### config.mk
export PLATFORM = sky130hd
export DESIGN_NAME = nv_page_commit
export DESIGN_NICKNAME = d
export VERILOG_FILES = /design/src/rtl/nvpc_pkg.sv /design/src/rtl/nvpc_array.sv /design/src/rtl/nvpc_shadow.sv /design/src/rtl/nvpc_seq.sv /design/src/rtl/nv_page_commit.sv
export SDC_FILE = /design/constraint.sdc
export NUM_CORES = 1
export LEC_CHECK = 0
export CELL_PAD_IN_SITES_DETAIL_PLACEMENT = 0
export CELL_PAD_IN_SITES_GLOBAL_PLACEMENT = 1
export CORE_MARGIN = 4
export CORE_UTILIZATION = 30
export CTS_CLUSTER_DIAMETER = 60
export DETAILED_ROUTE_END_ITERATION = 8
export GPL_TIMING_DRIVEN = 1
export PLACE_DENSITY = 0.49
export SYNTH_ARGS = -nofsm -noshare
export SYNTH_HDL_FRONTEND = slang
export SYNTH_SLANG_ARGS = --single-unit
### constraint.sdc
create_clock -name clk -period 2.1 [get_ports clk]
set_input_delay 0.42 -clock clk [delete_from_list [all_inputs] [get_ports clk]]
set_output_delay 0.42 -clock clk [all_outputs]
set_load 0.05 [all_outputs]
### src/rtl/nvpc_pkg.sv
package nvpc_pkg;

  typedef enum logic [1:0] {
    SQ_RECALL = 2'd0,
    SQ_IDLE   = 2'd1,
    SQ_PROG   = 2'd2
  } seq_state_t;

  // Factory image of one byte of the backing array
  function automatic logic [7:0] factory_byte(input int unsigned a,
                                              input int unsigned cfg_a,
                                              input int unsigned r0_a,
                                              input int unsigned r1_a);
    if (a == 0)                      return 8'hA0;
    else if (a == cfg_a)             return 8'h00;
    else if (a == r0_a || a == r1_a) return 8'h7F;
    else                             return 8'hFF;
  endfunction

endpackage

### src/rtl/nvpc_array.sv
module nvpc_array #(
  parameter int N_BYTES   = 32,
  parameter int PAGE_W    = 4,
  parameter int CFG_ADDR  = 1,
  parameter int RES0_ADDR = 2,
  parameter int RES1_ADDR = 3,
  parameter int VOL_PAGE  = 2
) (
  input  logic                 clk,
  input  logic                 nv_rst_n,
  input  logic                 we,
  input  logic [PAGE_W-1:0]    page,
  input  logic [15:0]          wdata,
  output logic [N_BYTES*8-1:0] image
);
  import nvpc_pkg::*;

  for (genvar i = 0; i < N_BYTES; i++) begin : g_cell
    localparam logic [7:0]        INIT  = factory_byte(i, CFG_ADDR, RES0_ADDR, RES1_ADDR);
    localparam logic [PAGE_W-1:0] MYPG  = PAGE_W'(i / 2);
    localparam int                LANE  = i % 2;
    logic [7:0] cell_q;
    always_ff @(posedge clk or negedge nv_rst_n) begin
      if (!nv_rst_n)                cell_q <= INIT;
      else if (we && page == MYPG)  cell_q <= wdata[LANE*8 +: 8];
    end
    assign image[i*8 +: 8] = cell_q;
  end


  vol_never_written_chk: assert property (@(posedge clk) disable iff (!nv_rst_n)
    we |-> (page != PAGE_W'(VOL_PAGE)));

endmodule

### src/rtl/nvpc_shadow.sv
module nvpc_shadow #(
  parameter int N_BYTES  = 32,
  parameter int ADDR_W   = 5,
  parameter int VOL_PAGE = 2
) (
  input  logic                 clk,
  input  logic                 rst_n,
  input  logic                 wr_en,
  input  logic [ADDR_W-1:0]    wr_addr,
  input  logic [7:0]           wr_data,
  input  logic                 load,
  input  logic [N_BYTES*8-1:0] image,
  input  logic [ADDR_W-1:0]    rd_addr,
  output logic [7:0]           rd_data,
  output logic [N_BYTES*8-1:0] bank
);

  for (genvar i = 0; i < N_BYTES; i++) begin : g_reg
    localparam bit         IS_VOL = ((i / 2) == VOL_PAGE);
    localparam logic [7:0] RSTV   = IS_VOL ? 8'hFF : 8'h00;
    logic [7:0] sh_q;
    always_ff @(posedge clk or negedge rst_n) begin
      if (!rst_n)                                     sh_q <= RSTV;
      else if (load && !IS_VOL)                       sh_q <= image[i*8 +: 8];
      else if (wr_en && wr_addr == ADDR_W'(i))        sh_q <= wr_data;
    end
    assign bank[i*8 +: 8] = sh_q;
  end

  assign rd_data = bank[rd_addr*8 +: 8];


  load_write_excl_chk: assert property (@(posedge clk) disable iff (!rst_n)
    !(load && wr_en));

endmodule

### src/rtl/nvpc_seq.sv
module nvpc_seq #(
  parameter int PAGE_W        = 4,
  parameter int WRITE_CYCLES  = 64,
  parameter int RECALL_CYCLES = 16,
  parameter int VOL_PAGE      = 2
) (
  input  logic              clk,
  input  logic              rst_n,
  input  logic              stop,
  input  logic              wr_fire,
  input  logic [PAGE_W-1:0] wr_page,
  input  logic [15:0]       page_data,
  output logic [PAGE_W-1:0] pend_page,
  output logic              recalling,
  output logic              load,
  output logic              busy,
  output logic              done,
  output logic              nv_we,
  output logic [PAGE_W-1:0] nv_page,
  output logic [15:0]       nv_wdata
);
  import nvpc_pkg::*;

  localparam int MAXC  = (WRITE_CYCLES > RECALL_CYCLES) ? WRITE_CYCLES : RECALL_CYCLES;
  localparam int CNT_W = $clog2(MAXC) + 1;

  seq_state_t        state_q;
  logic [CNT_W-1:0]  cnt_q;
  logic              dirty_q;
  logic [PAGE_W-1:0] pend_q;
  logic [PAGE_W-1:0] lat_page_q;
  logic [15:0]       lat_data_q;
  logic              done_q;
  logic              start_prog;

  assign start_prog = (state_q == SQ_IDLE) && stop && dirty_q &&
                      (pend_q != PAGE_W'(VOL_PAGE));

  always_ff @(posedge clk or negedge rst_n) begin
    if (!rst_n) begin
      state_q    <= SQ_RECALL;
      cnt_q      <= CNT_W'(RECALL_CYCLES - 1);
      dirty_q    <= 1'b0;
      pend_q     <= '0;
      lat_page_q <= '0;
      lat_data_q <= '0;
      done_q     <= 1'b0;
    end else begin
      done_q <= 1'b0;
      if (wr_fire) begin
        dirty_q <= 1'b1;
        pend_q  <= wr_page;
      end else if (stop) begin
        dirty_q <= 1'b0;
      end
      case (state_q)
        SQ_RECALL: begin
          if (cnt_q == '0) state_q <= SQ_IDLE;
          else             cnt_q   <= cnt_q - 1'b1;
        end
        SQ_IDLE: begin
          if (start_prog) begin
            state_q    <= SQ_PROG;
            cnt_q      <= CNT_W'(WRITE_CYCLES - 1);
            lat_page_q <= pend_q;
            lat_data_q <= page_data;
          end
        end
        SQ_PROG: begin
          if (cnt_q == '0) begin
            state_q <= SQ_IDLE;
            done_q  <= 1'b1;
          end else begin
            cnt_q <= cnt_q - 1'b1;
          end
        end
        default: state_q <= SQ_IDLE;
      endcase
    end
  end

  assign recalling = (state_q == SQ_RECALL);
  assign load      = recalling && (cnt_q == '0);
  assign busy      = (state_q == SQ_PROG);
  assign nv_we     = busy && (cnt_q == '0);
  assign nv_page   = lat_page_q;
  assign nv_wdata  = lat_data_q;
  assign done      = done_q;
  assign pend_page = pend_q;


  done_after_busy_chk: assert property (@(posedge clk) disable iff (!rst_n)
    done |-> ($past(busy) && !busy));


  busy_needs_stop_chk: assert property (@(posedge clk) disable iff (!rst_n)
    $rose(busy) |-> $past(stop));


  stop_in_prog_dropped_chk: assert property (@(posedge clk) disable iff (!rst_n)
    (busy && stop && !nv_we) |=> (busy && $stable(nv_page) && $stable(nv_wdata)));

endmodule

### src/rtl/nv_page_commit.sv
module nv_page_commit #(
  parameter int N_BYTES       = 32,
  parameter int WRITE_CYCLES  = 64,
  parameter int RECALL_CYCLES = 16,
  parameter int CFG_ADDR      = 1,
  parameter int RES0_ADDR     = 2,
  parameter int RES1_ADDR     = 3,
  parameter int VOL_PAGE      = 2,
  localparam int ADDR_W       = $clog2(N_BYTES),
  localparam int PAGE_W       = ADDR_W - 1
) (
  input  logic              clk,
  input  logic              rst_n,
  input  logic              nv_rst_n,
  input  logic              wr_valid,
  output logic              wr_ready,
  input  logic [ADDR_W-1:0] wr_addr,
  input  logic [7:0]        wr_data,
  input  logic              stop,
  input  logic [ADDR_W-1:0] rd_addr,
  output logic [7:0]        rd_data,
  output logic [7:0]        res0_code,
  output logic [7:0]        res1_code,
  output logic              res0_hiz,
  output logic              res1_hiz,
  output logic              recall_busy,
  output logic              busy,
  output logic              done
);

  logic [N_BYTES*8-1:0] image;
  logic [N_BYTES*8-1:0] bank;
  logic                 wr_fire;
  logic                 load;
  logic                 nv_we;
  logic [PAGE_W-1:0]    nv_page;
  logic [15:0]          nv_wdata;
  logic [PAGE_W-1:0]    pend_page;
  logic [15:0]          page_data;

  assign wr_ready  = !recall_busy;
  assign wr_fire   = wr_valid && wr_ready;
  assign page_data = bank[pend_page*16 +: 16];

  nvpc_array #(
    .N_BYTES(N_BYTES), .PAGE_W(PAGE_W), .CFG_ADDR(CFG_ADDR),
    .RES0_ADDR(RES0_ADDR), .RES1_ADDR(RES1_ADDR), .VOL_PAGE(VOL_PAGE)
  ) u_array (
    .clk(clk), .nv_rst_n(nv_rst_n), .we(nv_we), .page(nv_page),
    .wdata(nv_wdata), .image(image)
  );

  nvpc_shadow #(
    .N_BYTES(N_BYTES), .ADDR_W(ADDR_W), .VOL_PAGE(VOL_PAGE)
  ) u_shadow (
    .clk(clk), .rst_n(rst_n), .wr_en(wr_fire), .wr_addr(wr_addr),
    .wr_data(wr_data), .load(load), .image(image), .rd_addr(rd_addr),
    .rd_data(rd_data), .bank(bank)
  );

  nvpc_seq #(
    .PAGE_W(PAGE_W), .WRITE_CYCLES(WRITE_CYCLES),
    .RECALL_CYCLES(RECALL_CYCLES), .VOL_PAGE(VOL_PAGE)
  ) u_seq (
    .clk(clk), .rst_n(rst_n), .stop(stop), .wr_fire(wr_fire),
    .wr_page(wr_addr[ADDR_W-1:1]), .page_data(page_data),
    .pend_page(pend_page), .recalling(recall_busy), .load(load),
    .busy(busy), .done(done), .nv_we(nv_we), .nv_page(nv_page),
    .nv_wdata(nv_wdata)
  );

  assign res0_code = bank[RES0_ADDR*8 +: 8];
  assign res1_code = bank[RES1_ADDR*8 +: 8];
  assign res0_hiz  = recall_busy || bank[CFG_ADDR*8 + 0];
  assign res1_hiz  = recall_busy || bank[CFG_ADDR*8 + 1];


  recall_hiz_chk: assert property (@(posedge clk) disable iff (!rst_n)
    recall_busy |-> (res0_hiz && res1_hiz && !wr_ready && !busy));


  ready_outside_recall_chk: assert property (@(posedge clk) disable iff (!rst_n)
    !recall_busy |-> wr_ready);

endmodule

After elaboration in Yosys (flattened, before gate mapping):

Index checks and enable logic that the tools add are counted.
W data, S select, Z words.

* flip-flop bits (word level): 531
* output and inout bits: 30

* $add $sub $neg: 1
* eq/ne operators: 51
* shifts and indexed selects: 2
* muxes and demuxes: 70
* reductions and logical operators: 96

Operator list (number)
* $mux W8: 60
* $shiftx A256 B9 Y16: 1
* $shiftx A256 B9 Y8: 1
* $eq A5 B5 Y1 const B: 16
* $reduce_bool A2 Y1: 32
* $logic_and A1 B1 Y1: 53
* $eq A5 B4 Y1 const B: 8
* $eq A4 B4 Y1 const B: 8
* $eq A5 B3 Y1 const B: 4
* $eq A4 B3 Y1 const B: 4
* $mux W7: 2
* $pmux W7 S2: 1
* $eq A5 B2 Y1 const B: 2
* $logic_not A7 Y1: 1
* $sub A7 B1 Y7 const B: 1
* $eq A5 B1 Y1 const B: 1
* $logic_not A5 Y1: 1
* $eq A4 B1 Y1 const B: 1
* $eq A4 B2 Y1 const B: 1
* $logic_not A4 Y1: 1
* $mux W1: 4
* $mux W2: 2
* $ne A2 B1 Y1 const B: 2
* $ne A4 B2 Y1 const B: 1
* other kinds (10): 12

Logic depth before layout (Yosys ltp):

Gate-level depths: netlist of the first run.

* depth after elaboration: 6
* depth in mapped cells: 9
* mapped depth without buffers: 6

Modules after synthesis:

From an unflattened synthesis of the first run, not the netlist that was laid out.

* cells, all modules: 2380
* area total of the unflattened synthesis: 27759.1 sq um

Modules (own cells, without submodules)
* nvpc_shadow: times used 1, cells each 1558, area each 14362.5 sq um, sequential area each 6426.2 sq um
* nvpc_array: times used 1, cells each 573, area each 9935.8 sq um, sequential area each 6706.4 sq um
* nv_page_commit: times used 1, cells each 141, area each 1939.4 sq um, sequential area each 0.0 sq um
* nvpc_seq: times used 1, cells each 108, area each 1521.5 sq um, sequential area each 880.8 sq um

Least setup slack after synthesis of the first run:

OpenSTA, ideal clock, no wires.

* kind: input -> output
* start point: input port rd_addr[2]
* end point: output port rd_data[0]
* data arrival time: 2940 ps
* required time: 1680 ps
* path slack: -1260 ps
* stages on the path: 5
* buffers on the path: 2
* cells stage by stage: clkbuf_1 > clkbuf_1 > mux4_2 > o22ai_1 > nor4_1

* cells in the longest elaborated chain, start to end: 1

Ends and longest elaborated chain
* start, declared: RTL line nv_page_commit.sv:20 `input logic [ADDR_W-1:0] rd_addr,`
* $shiftx A256 B9 Y8: RTL line nvpc_shadow.sv:30 `assign rd_data = bank[rd_addr*8 +: 8];`
* end, declared: RTL line nv_page_commit.sv:21 `output logic [7:0] rd_data,`

Every way passes these cells.

Final worst setup path of the first run:

* start point: register u_shadow.g_reg[19].sh_q[0]
* end point: output port rd_data[0]

* cells in the longest elaborated chain, start to end: 1

Ends and longest elaborated chain
* start, declared: RTL line nvpc_shadow.sv:21 `logic [7:0] sh_q;`
* start signal, assigned: RTL line nvpc_shadow.sv:24 `else if (load && !IS_VOL) sh_q <= image[i*8 +: 8];`
* start signal, assigned: RTL line nvpc_shadow.sv:25 `else if (wr_en && wr_addr == ADDR_W'(i)) sh_q <= wr_data;`
* $shiftx A256 B9 Y8: RTL line nvpc_shadow.sv:30

Every way passes these cells.

==> results_dict.tcl, run 1 <==
set metrics [dict create \
    leakage_uw 0.01420 \
    post-route-min-period_ps 2614 \
    grtUsageTotal_pct 21.20 \
    synth_cells 2078 \
    multiInputGateArea_um2 13010 \
    fmax_mhz 382.5 \
    skew_ps 23.67 \
    finalHoldViolations 0 \
    port_buffers 52 \
    regArea_um2 13600 \
    die_y_um 306.6 \
    grt_max_degree 69 \
    antenna_cells 0 \
    rr_endpoint "u_array.g_cell[6].cell_q[5]" \
    drt_iter0_markers 1197 \
    crit_end "rd_data[0]" \
    finalMaxSlewViolations 0 \
    syn2layout_area_growth_pct 29.94 \
    synth-async-reset-ratio_pct 100.0 \
    layout.cells.non_filler 3528 \
    syn_nets 2103 \
    root_buffer "clkbuf_16" \
    post-route-util_pct 39.33 \
    antenna_found_initial 6 \
    syn_avg_cell_area_um2 12.87 \
    clockBufferDepth 3 \
    fin_crit_sh_pct 124.5 \
    hold_class "input port to asynchronous set/reset pin" \
    cts.sinks 531 \
    rsz0062_at_grt "yes" \
    die_x_um 306.6 \
    nFillCells 8409 \
    tightest_slew_ps 922.3 \
    maxSlewHeadroom_pct 38.51 \
    clock_latency_ps 620 \
    seq_area_frac_synth_pct 50.81 \
    num_rows 109 \
    path_max_fanout 2 \
    cp-startpoint "u_shadow.g_reg[19].sh_q[0]" \
    ys_warn_count 0 \
    grt_pass1_wl_um 145800 \
    power.density_nw_per_um2 1172 \
    crit_type "flop to output pin" \
    clk_pin_slew_worst_paths_ps 60 \
    core_um2 88370 \
    first_pass_iters 7 \
    dp_hpwl_um 65910 \
    r2r_cells 9 \
    ant_nets 0 \
    dp.cells 3365 \
    outcome "finished, violations left" \
    htreeDepth 3 \
    rrSetupSlack_ps 0 \
    yosys_register_bits 531 \
    cap_violations 0 \
    drc 0 \
    syn_area_um2 26750 \
    cp.arrival_ps 2190 \
    r2r_start "u_seq.cnt_q[1]" \
    start_util_pct 30.27 \
    dieArea_um2 94020 \
    required_ps 1680 \
    grt_overflow 0 \
    vdd_drop_max_v 0.0009946 \
    drive_gt1_share_pct 50.61 \
    violations "negative setup slack" \
    synth_edf_count 0 \
    nNetsFinal 2332 \
    drt_wl_total_um 100800 \
    cts_buffers 70 \
    end_kind "output pin" \
    synth_cell_type_count 63 \
    crit_path_start_kind "flop" \
    ios 53 \
    synthFlopType "dfrtp_1" \
    grt_pass1_vias 19690 \
    cts_tree "done" \
    setup_viol 11 \
    worst_slack_ps -514.1 \
    fin_hold_ws_ps 291.1 \
    gp_congestion 0.8088 \
    avgRoutedWirePerCell_um 28.57 \
    vias 18760 \
    vias_per_cell 5.317 \
    fin_setup_tns_ps -4205 \
]
==> cell families after synthesis <==
| family | synth area share, % |
|---|---|
| buffers and inverters | 3.606 |
| xor gates and xnor gates | 0.06549 |
| DFF | 50.81 |
| AOI/OAI and AO/OA | 6.599 |
| and+or+nand+nor | 7.062 |
| muxes | 31.76 |
| adders and majority gates | 0.09353 |
==> cell type report <==
cell class | instances | share of cell area (%)
Timing Repair Buffer | 358 | 12.46
Multi-Input combinational cell | 1341 | 37.41
Tap cell | 1165 | 4.193
Sequential cell | 531 | 39.13
Clock buffer | 106 | 5.990
Clock inverter | 22 | 0.7163
Inverter | 5 | 0.1008
==> registers in the layout, indices dropped and copies added (netlist names) <==
name / count
u_seq.dirty_q: 1
u_seq.pend_page: 4
u_seq.nv_wdata: 16
u_seq.cnt_q: 7
u_array.g_cell.cell_q: 240
u_seq.done: 1
u_seq.state_q: 2
u_shadow.g.sh_q: 256
u_seq.nv_page: 4
==> per-layer routing <==
layer / part of all wire (%) / global-route usage [%]
met1: 48 / 31.34
met2: 46 / 33.23
met3: 4.6 / 3.154
met4: 2.1 / 4.317
met5: 0 / 0
==> synth_stat cells (3+ instances only) <==
master | count | area, µm²
mux2i_1 | 256 | 2562
nand4b_2 | 3 | 45.04
buf_2 | 64 | 320.3
nand2_2 | 5 | 31.28
o21ai_0 | 15 | 75.07
inv_1 | 4 | 15.01
nand2b_1 | 7 | 43.79
clkbuf_1 | 109 | 409.1
mux4_2 | 128 | 2883
and3_1 | 5 | 31.28
nor3_2 | 10 | 100.1
nor3b_1 | 5 | 37.54
a22oi_1 | 17 | 127.6
nor4_4 | 12 | 255.2
o221ai_1 | 3 | 26.28
nor2_1 | 248 | 930.9
nor4_1 | 8 | 50.05
nand2_1 | 11 | 41.29
buf_4 | 19 | 142.6
buf_1 | 5 | 18.77
a21oi_1 | 248 | 1241
dfstp_2 | 244 | 6411
nor2b_1 | 4 | 25.02
mux2_1 | 3 | 33.78
or4_1 | 5 | 37.54
nand3b_1 | 3 | 22.52
mux2_2 | 268 | 3018
or3_1 | 5 | 31.28
or4b_2 | 3 | 30.03
dfrtp_1 | 287 | 7182
o22ai_1 | 32 | 200.2
==> worst min-delay path by stage <==
stage | endpoint | depth (start not counted) | startpoint
6_report | u_shadow.g_reg[20].sh_q[2] | 2 | rst_n
2_1_floorplan | u_array.g_cell[0].cell_q[0] | 0 | nv_rst_n
3_5_place_dp | u_shadow.g_reg[20].sh_q[2] | 1 | rst_n
4_1_cts | u_shadow.g_reg[20].sh_q[2] | 2 | rst_n
3_3_place_gp | u_shadow.g_reg[20].sh_q[2] | 1 | rst_n
5_1_grt | u_shadow.g_reg[20].sh_q[2] | 2 | rst_n
==> timing repair <==
item	in CTS	in global routing
setup buffers	33	9
resized for setup	79	64
endpoints found under the hold margin	68	0
hold buffers	2	0
pin swaps	19	9
cloned	2	3
setup endpoints to repair	70	298
==> report_power, final <==
group | internal, µW | switching (µW)
clock | 7370 | 4800
sequential | 12400 | 2970
combinational | 6740 | 6410
total | 26600 | 14200
==> cells in the final DEF, fill, tap and decap left out, types with 4 or more instances in the layout <==
master           count
nor4_4              21
bufinv_16            4
mux2i_1            256
buf_6                8
clkinv_2             9
mux2_4              44
clkdlybuf4s50_1     15
buf_4              206
o21ai_0             13
dfrtp_1            283
a22oi_1             14
clkbuf_1            21
nor2_1             248
nand2b_1             6
nand2_2              6
or4_1                5
and3_1               4
nor3b_1              4
mux4_2             128
a21oi_1            248
nand2_1              7
nor3_2              10
dfstp_2            244
nor2b_4              4
clkbuf_8            11
o22ai_2             13
dlygate4sd2_1        4
or3_1                5
buf_12             115
o22ai_4             18
mux2_2             226
clkbuf_16           77
==> worst max-delay path: stages, from the launching register on <==
cell and delay, ps:
dfrtp_1 430, mux4_2 300, o22ai_4 100, nor4_4 540, buf_12 210
==> through the flow <==
step	power (µW)	instance area, µm²	setup WS, ps
2_1_floorplan	21620	27060	-113.5
3_3_place_gp	27870	31370	-907.1
3_5_place_dp	27960	31370	-916.6
4_1_cts	41020	34420	-560.1
5_1_grt	42560	34760	-587.7
6_report	40730	34760	-514.1
Power figures use the tool's default switching activity.
==> run 2, diff against run 1 <==
--- a/config.mk
+++ b/config.mk
@@ -12,7 +12,9 @@
 export CTS_CLUSTER_DIAMETER = 60
 export DETAILED_ROUTE_END_ITERATION = 8
 export GPL_TIMING_DRIVEN = 1
+export HOLD_SLACK_MARGIN = 0.03
 export PLACE_DENSITY = 0.49
+export REMOVE_ABC_BUFFERS = 1
 export SYNTH_ARGS = -nofsm -noshare
 export SYNTH_HDL_FRONTEND = slang
 export SYNTH_SLANG_ARGS = --single-unit
==> run 2 against run 1 <==
  * The flow still finishes with violations (negative setup slack)
  * Fmax fell by 2.5%
  * Clock skew is 3.2 ps higher
  * Design area grew 8.7%
  * Sequential share of layout area shrank 3.1 points
  * Setup slack got worse by 66 ps
  * Sequential power is essentially flat
  * Total power is 1.2% higher
  * Combinational power rose by 7%
  * Critical endpoint is now rd_data[4]
  * Highest routed layer unchanged
==> results_dict.tcl, run 2 (same netlist as run 1, synthesis figures left out) <==
set metrics [dict create \
    outcome "finished, violations left" \
    violations "negative setup slack" \
    drc 0 \
    crit_type "flop to output pin" \
    grt_use_met2_pct 34.49 \
    comb_power_share_pct 33.9 \
    num_rows 109 \
    hold_class "input port to asynchronous set/reset pin" \
    cts_tree "done" \
    fmax_mhz 373.1 \
    vias_per_cell 5.381 \
    skew_ps 26.83 \
    fin_crit_sh_pct 127.6 \
    syn2layout_area_growth_pct 41.30 \
    cts_buffers 69 \
    tightest_slew_ps 910.0 \
    dp_slack_ps -1157 \
    port_buffers 52 \
    path_max_fanout 3 \
    gp_congestion 0.8843 \
    cts.sinks 531 \
    core_um2 88370 \
    vdd_drop_max_v 0.0007485 \
    use_met1_pct 29.69 \
    first_pass_iters 5 \
    p_total_uw 41210 \
    ios 53 \
    die_y_um 306.6 \
    required_ps 1680 \
    place_area_um2 30900 \
    switching_power_uw 14560 \
    layout.cells.non_filler 3603 \
    grtUsageTotal_pct 21.31 \
    worst_slack_ps -580.5 \
    root_buffer "clkbuf_16" \
    htreeDepth 3 \
    drt_wl_total_um 109100 \
    crit_path_start_kind "flop" \
    power.density_nw_per_um2 1090 \
    finalMaxSlewViolations 0 \
    ant_nets 0 \
    largest_register_ffs 256 \
    clockBufferDepth 3 \
    leakage_uw 0.01526 \
    grt_pass1_vias 19570 \
    maxSlewHeadroom_pct 39.33 \
    cap_violations 0 \
    grt_pass1_wl_um 145400 \
    drt_iter0_markers 1319 \
    post-route-util_pct 42.77 \
    grt_max_degree 65 \
    dp.cells 3355 \
    intPower_uw 26660 \
    dieArea_um2 94020 \
    drive_gt1_share_pct 61.85 \
    finalHoldViolations 0 \
    clk_pin_slew_worst_paths_ps 60 \
    rsz0062_at_grt "yes" \
    die_x_um 306.6 \
    design_area_um2 37800 \
    start_util_pct 30.27 \
    avgRoutedWirePerCell_um 30.27 \
    cp.arrival_ps 2260 \
    final_common_cell "dfrtp_1" \
    switching_share_pct 35.32 \
    pwr-share-clk_pct 28.8 \
    top_register "u_shadow.g.sh_q" \
    grt_use_met3_pct 3.499 \
    dp_hpwl_um 65310 \
    setup_viol 106 \
    antenna_found_initial 2 \
    nNetsFinal 2405 \
    vias 19390 \
    p_seq_share_pct 37.3 \
    clock_latency_ps 620 \
    final_cell_mix "283 x dfrtp_1, 248 x mux2i_1, 244 x dfstp_2, 206 x mux2_2, 181 x buf_4" \
    end_kind "output pin" \
    grt_overflow 0 \
    top_usage_layer "met2" \
    nFillCells 8064 \
    post-route-min-period_ps 2681 \
]
## run 2: metrics by stage
step	hold WS (ps)	TNS (ps)
after floorplan	124.4	-2218430
after global placement	315.0	-124820
after detailed placement	316.4	-139840
after CTS	271.9	-5959
after global routing	316.9	-18260
final	284.5	-7972
## run 2: metal layers
| layer | part of all wire [%] | vias up |
|---|---|---|
| li1 | - | 8282 |
| met1 | 46 | 10440 |
| met2 | 47 | 518 |
| met3 | 4.7 | 145 |
| met4 | 3.0 | 0 |
| met5 | 0 | - |
## run 2: what timing repair did
item / 4_1_cts / 5_1_grt
hold buffers: 2 / 0
pin swaps: 20 / 24
buffers inserted: 32 / 26
endpoints found under the setup margin: 450 / 368
hold endpoints to repair: 45 / 0
cloned: 8 / 62
resized for setup: 179 / 488
## run 2: area by class of cell
type	count	area (µm²)	share of cell area (%)
clock inverters	29	312.8	0.8275
repair buffers	432	6161	16.30
clock buffers	97	1956	5.173
inverters	5	31.28	0.08275
diodes	3	7.507	0.01986
flip-flops and latches	531	13600	35.98
well taps	1165	1458	3.856
multi-input cells	1341	14270	37.76
## run 2: worst max-delay path: stages, from the launching register on
cell and delay (ps):
dfrtp_1 440, mux4_2 530, o22ai_4 250, nor4_1 110, buf_4 170, buf_12 150
## run 2: power groups by stage
stage               Combinational [µW]  Sequential (µW)  Clock [µW]
global route                     14800            15600       12600
CTS                              13100            15300       12200
detailed placement               12300            15400           0
global placement                 12200            15400           0
floorplan                         5980            15000           0
finish                           14000            15400       11900
## run 2: worst paths after layout
check / from / endpoint / slack [ps] / cells past startpoint
min in group clk: wr_data[1] / u_shadow.g_reg[1].sh_q[1] / 370 / 4
max: u_shadow.g_reg[18].sh_q[4] / rd_data[4] / -580 / 5
min: rst_n / u_shadow.g_reg[18].sh_q[1] / 280 / 2
min reg2reg: u_array.g_cell[1].cell_q[6] / u_array.g_cell[1].cell_q[6] / 510 / 1
max reg2reg: u_seq.cnt_q[5] / u_array.g_cell[31].cell_q[0] / -80 / 9
max in group asynchronous: nv_rst_n / u_array.g_cell[17].cell_q[4] / 1010 / 3
==> run 3, diff against run 2 <==
--- a/config.mk
+++ b/config.mk
@@ -7,7 +7,7 @@
 export LEC_CHECK = 0
 export CELL_PAD_IN_SITES_DETAIL_PLACEMENT = 0
 export CELL_PAD_IN_SITES_GLOBAL_PLACEMENT = 1
-export CORE_MARGIN = 4
+export CORE_MARGIN = 10
 export CORE_UTILIZATION = 30
 export CTS_CLUSTER_DIAMETER = 60
 export DETAILED_ROUTE_END_ITERATION = 8
==> run 3 against run 2 <==
  * The flow still finishes with violations (negative setup slack)
  * Critical path depth stayed put
  * Sequential power hardly changed
  * Non-clock buffer count is 55 lower
  * Total power is 1.1% lower
  * Core utilization is 3.2 points lower
  * Design area is 7.4% lower
  * Largest cell class is now flip-flops and latches
  * Highest routed layer is now met5
==> results_dict.tcl, run 3 (same netlist as run 1, synthesis figures left out) <==
set metrics [dict create \
    multiInputGateArea_um2 12880 \
    nFillCells 8386 \
    drt_iter0_markers 1479 \
    die_x_um 318.6 \
    root_buffer "clkbuf_16" \
    dieArea_um2 101500 \
    dp_hpwl_um 64650 \
    wl_met3_um 5190 \
    start_util_pct 30.27 \
    cts_buffers 69 \
    vdd_drop_max_v 0.0006523 \
    grtUsageTotal_pct 18.77 \
    p_total_uw 40740 \
    die_y_um 318.6 \
    crit_path_start_kind "flop" \
    grt_max_degree 56 \
    num_rows 109 \
    slowest_delay_ps 540 \
    cp.arrival_ps 2270 \
    htreeDepth 3 \
    largest_register_ffs 256 \
    gp_congestion 0.9494 \
    grt_overflow 0 \
    end_kind "output pin" \
    skew_ps 25.64 \
    dp_slack_ps -1010 \
    rsz0062_at_grt "yes" \
    post-route-util_pct 39.59 \
    clock_latency_ps 610 \
    fin_crit_sh_pct 128.2 \
    violations "negative setup slack" \
    outcome "finished, violations left" \
    wl_met1_um 46780 \
    final_common_cell "dfrtp_1" \
    grt_pass1_vias 19420 \
    crit_chain "mux4_2 > o22ai_4 > nor4_2 > buf_4 > buf_12" \
    maxSlewHeadroom_pct 39.85 \
    rrSetupSlack_ps -80 \
    crit_path_top_delay_cell "mux4_2" \
    drive_gt1_share_pct 51.05 \
    drc 0 \
    required_ps 1680 \
    post-route-min-period_ps 2692 \
    clockBufferDepth 3 \
    rr_endpoint "u_array.g_cell[6].cell_q[3]" \
    antenna_found_initial 8 \
    topRoutingLayerUsed "met5" \
    vias_per_cell 5.315 \
    cap_violations 0 \
    setup_viol 34 \
    drt_wl_total_um 101400 \
    r2r_cells 8 \
    r2r_start "u_seq.cnt_q[5]" \
    nNetsFinal 2350 \
    ios 53 \
    syn2layout_area_growth_pct 30.80 \
    clk_pin_slew_worst_paths_ps 50 \
    core_um2 88370 \
    crit_type "flop to output pin" \
    regArea_um2 13600 \
    first_pass_iters 7 \
    fin_hold_ws_ps 352.8 \
    path_max_fanout 3 \
    avgRoutedWirePerCell_um 28.57 \
    tightest_slew_ps 902.3 \
    vias 18880 \
    wl_met2_um 46980 \
    leakage_uw 0.01433 \
    final_cell_mix "284 x dfrtp_1, 256 x mux2i_1, 248 x a21oi_1, 244 x dfstp_2, 232 x mux2_2" \
    fmax_mhz 371.5 \
    ant_nets 0 \
    cts_tree "done" \
    worst_slack_ps -592.1 \
    finalMaxSlewViolations 0 \
    port_buffers 52 \
    finalHoldViolations 0 \
    hold_class "input port to asynchronous set/reset pin" \
    cts.sinks 531 \
    top_register "u_shadow.g.sh_q" \
    power.density_nw_per_um2 1164 \
    grt_pass1_wl_um 141400 \
]
[run 3: changes by cell type in the layout (fill, tap and decap cells not counted), moves of 14 or more]
cell,delta
a21oi_1,+78
nor2_4,-81
mux2_4,-26
buf_4,+27
nor2_2,-54
mux2_2,+26
buf_12,-19
a21oi_2,-72
nor2_1,+135
buf_8,-14
clkbuf_16,-30
[run 3: repair_timing]
action,CTS,global route
buffers inserted,23,34
hold buffers,2,0
gates cloned,0,17
hold endpoints to repair,38,0
endpoints found under the setup margin,235,174
pin swaps,12,21
gates resized for setup,60,114
[run 3: power breakdown]
part / leakage [µW] / switching, µW / internal, µW / total (µW)
clock: 0.00115 / 4810 / 7470 / 12300
sequential: 0.00539 / 2640 / 12400 / 15100
combinational: 0.00779 / 6640 / 6750 / 13400
total: 0.0143 / 14100 / 26700 / 40700
[run 3: cell type report]
cell class	count	share of cell area (%)
flip-flops and latches	531	38.87
multi-input cells	1341	36.81
repair buffers	377	13.33
clock buffers	99	5.660
well taps	1165	4.166
clock inverters	27	1.026
inverters	5	0.1001
diodes	6	0.04291
[run 3: worst max-delay path by stage]
stage	slack, ps	cells past startpoint	endpoint	startpoint
floorplan	-8930	5	u_shadow.g_reg[0].sh_q[0]	u_seq.state_q[0]
global placement	-1070	7	rd_data[0]	rd_addr[3]
detailed placement	-1010	7	rd_data[0]	rd_addr[3]
CTS	-620	5	rd_data[0]	u_shadow.g_reg[1].sh_q[0]
global route	-620	5	rd_data[4]	u_shadow.g_reg[31].sh_q[4]
finish	-590	5	rd_data[4]	u_shadow.g_reg[31].sh_q[4]
[run 3: routing by layer]
layer,global-route usage [%],up-vias
met5,0,-
met4,5.589,2
met3,3.656,133
met2,29.47,477
met1,25.86,10100
li1,-,8161
[run 3: metrics by stage]
stage	cells	setup TNS [ps]	cell area, µm²
2_1_floorplan	1877	-2218430	25810
3_3_place_gp	3353	-86450	30920
3_5_place_dp	3353	-94700	30920
4_1_cts	3500	-5271	33790
5_1_grt	3546	-8148	34980
6_report	3551	-5416	34990
[run 3: critical path: cells and delay by family, from the launching register on]
family | cells | cell delay [ps]
AND/OR/NAND/NOR | 1 | 100
flip-flops | 1 | 420
buffers and inverters | 2 | 320
AO/OA/AOI/OAI | 1 | 280
multiplexers | 1 | 540
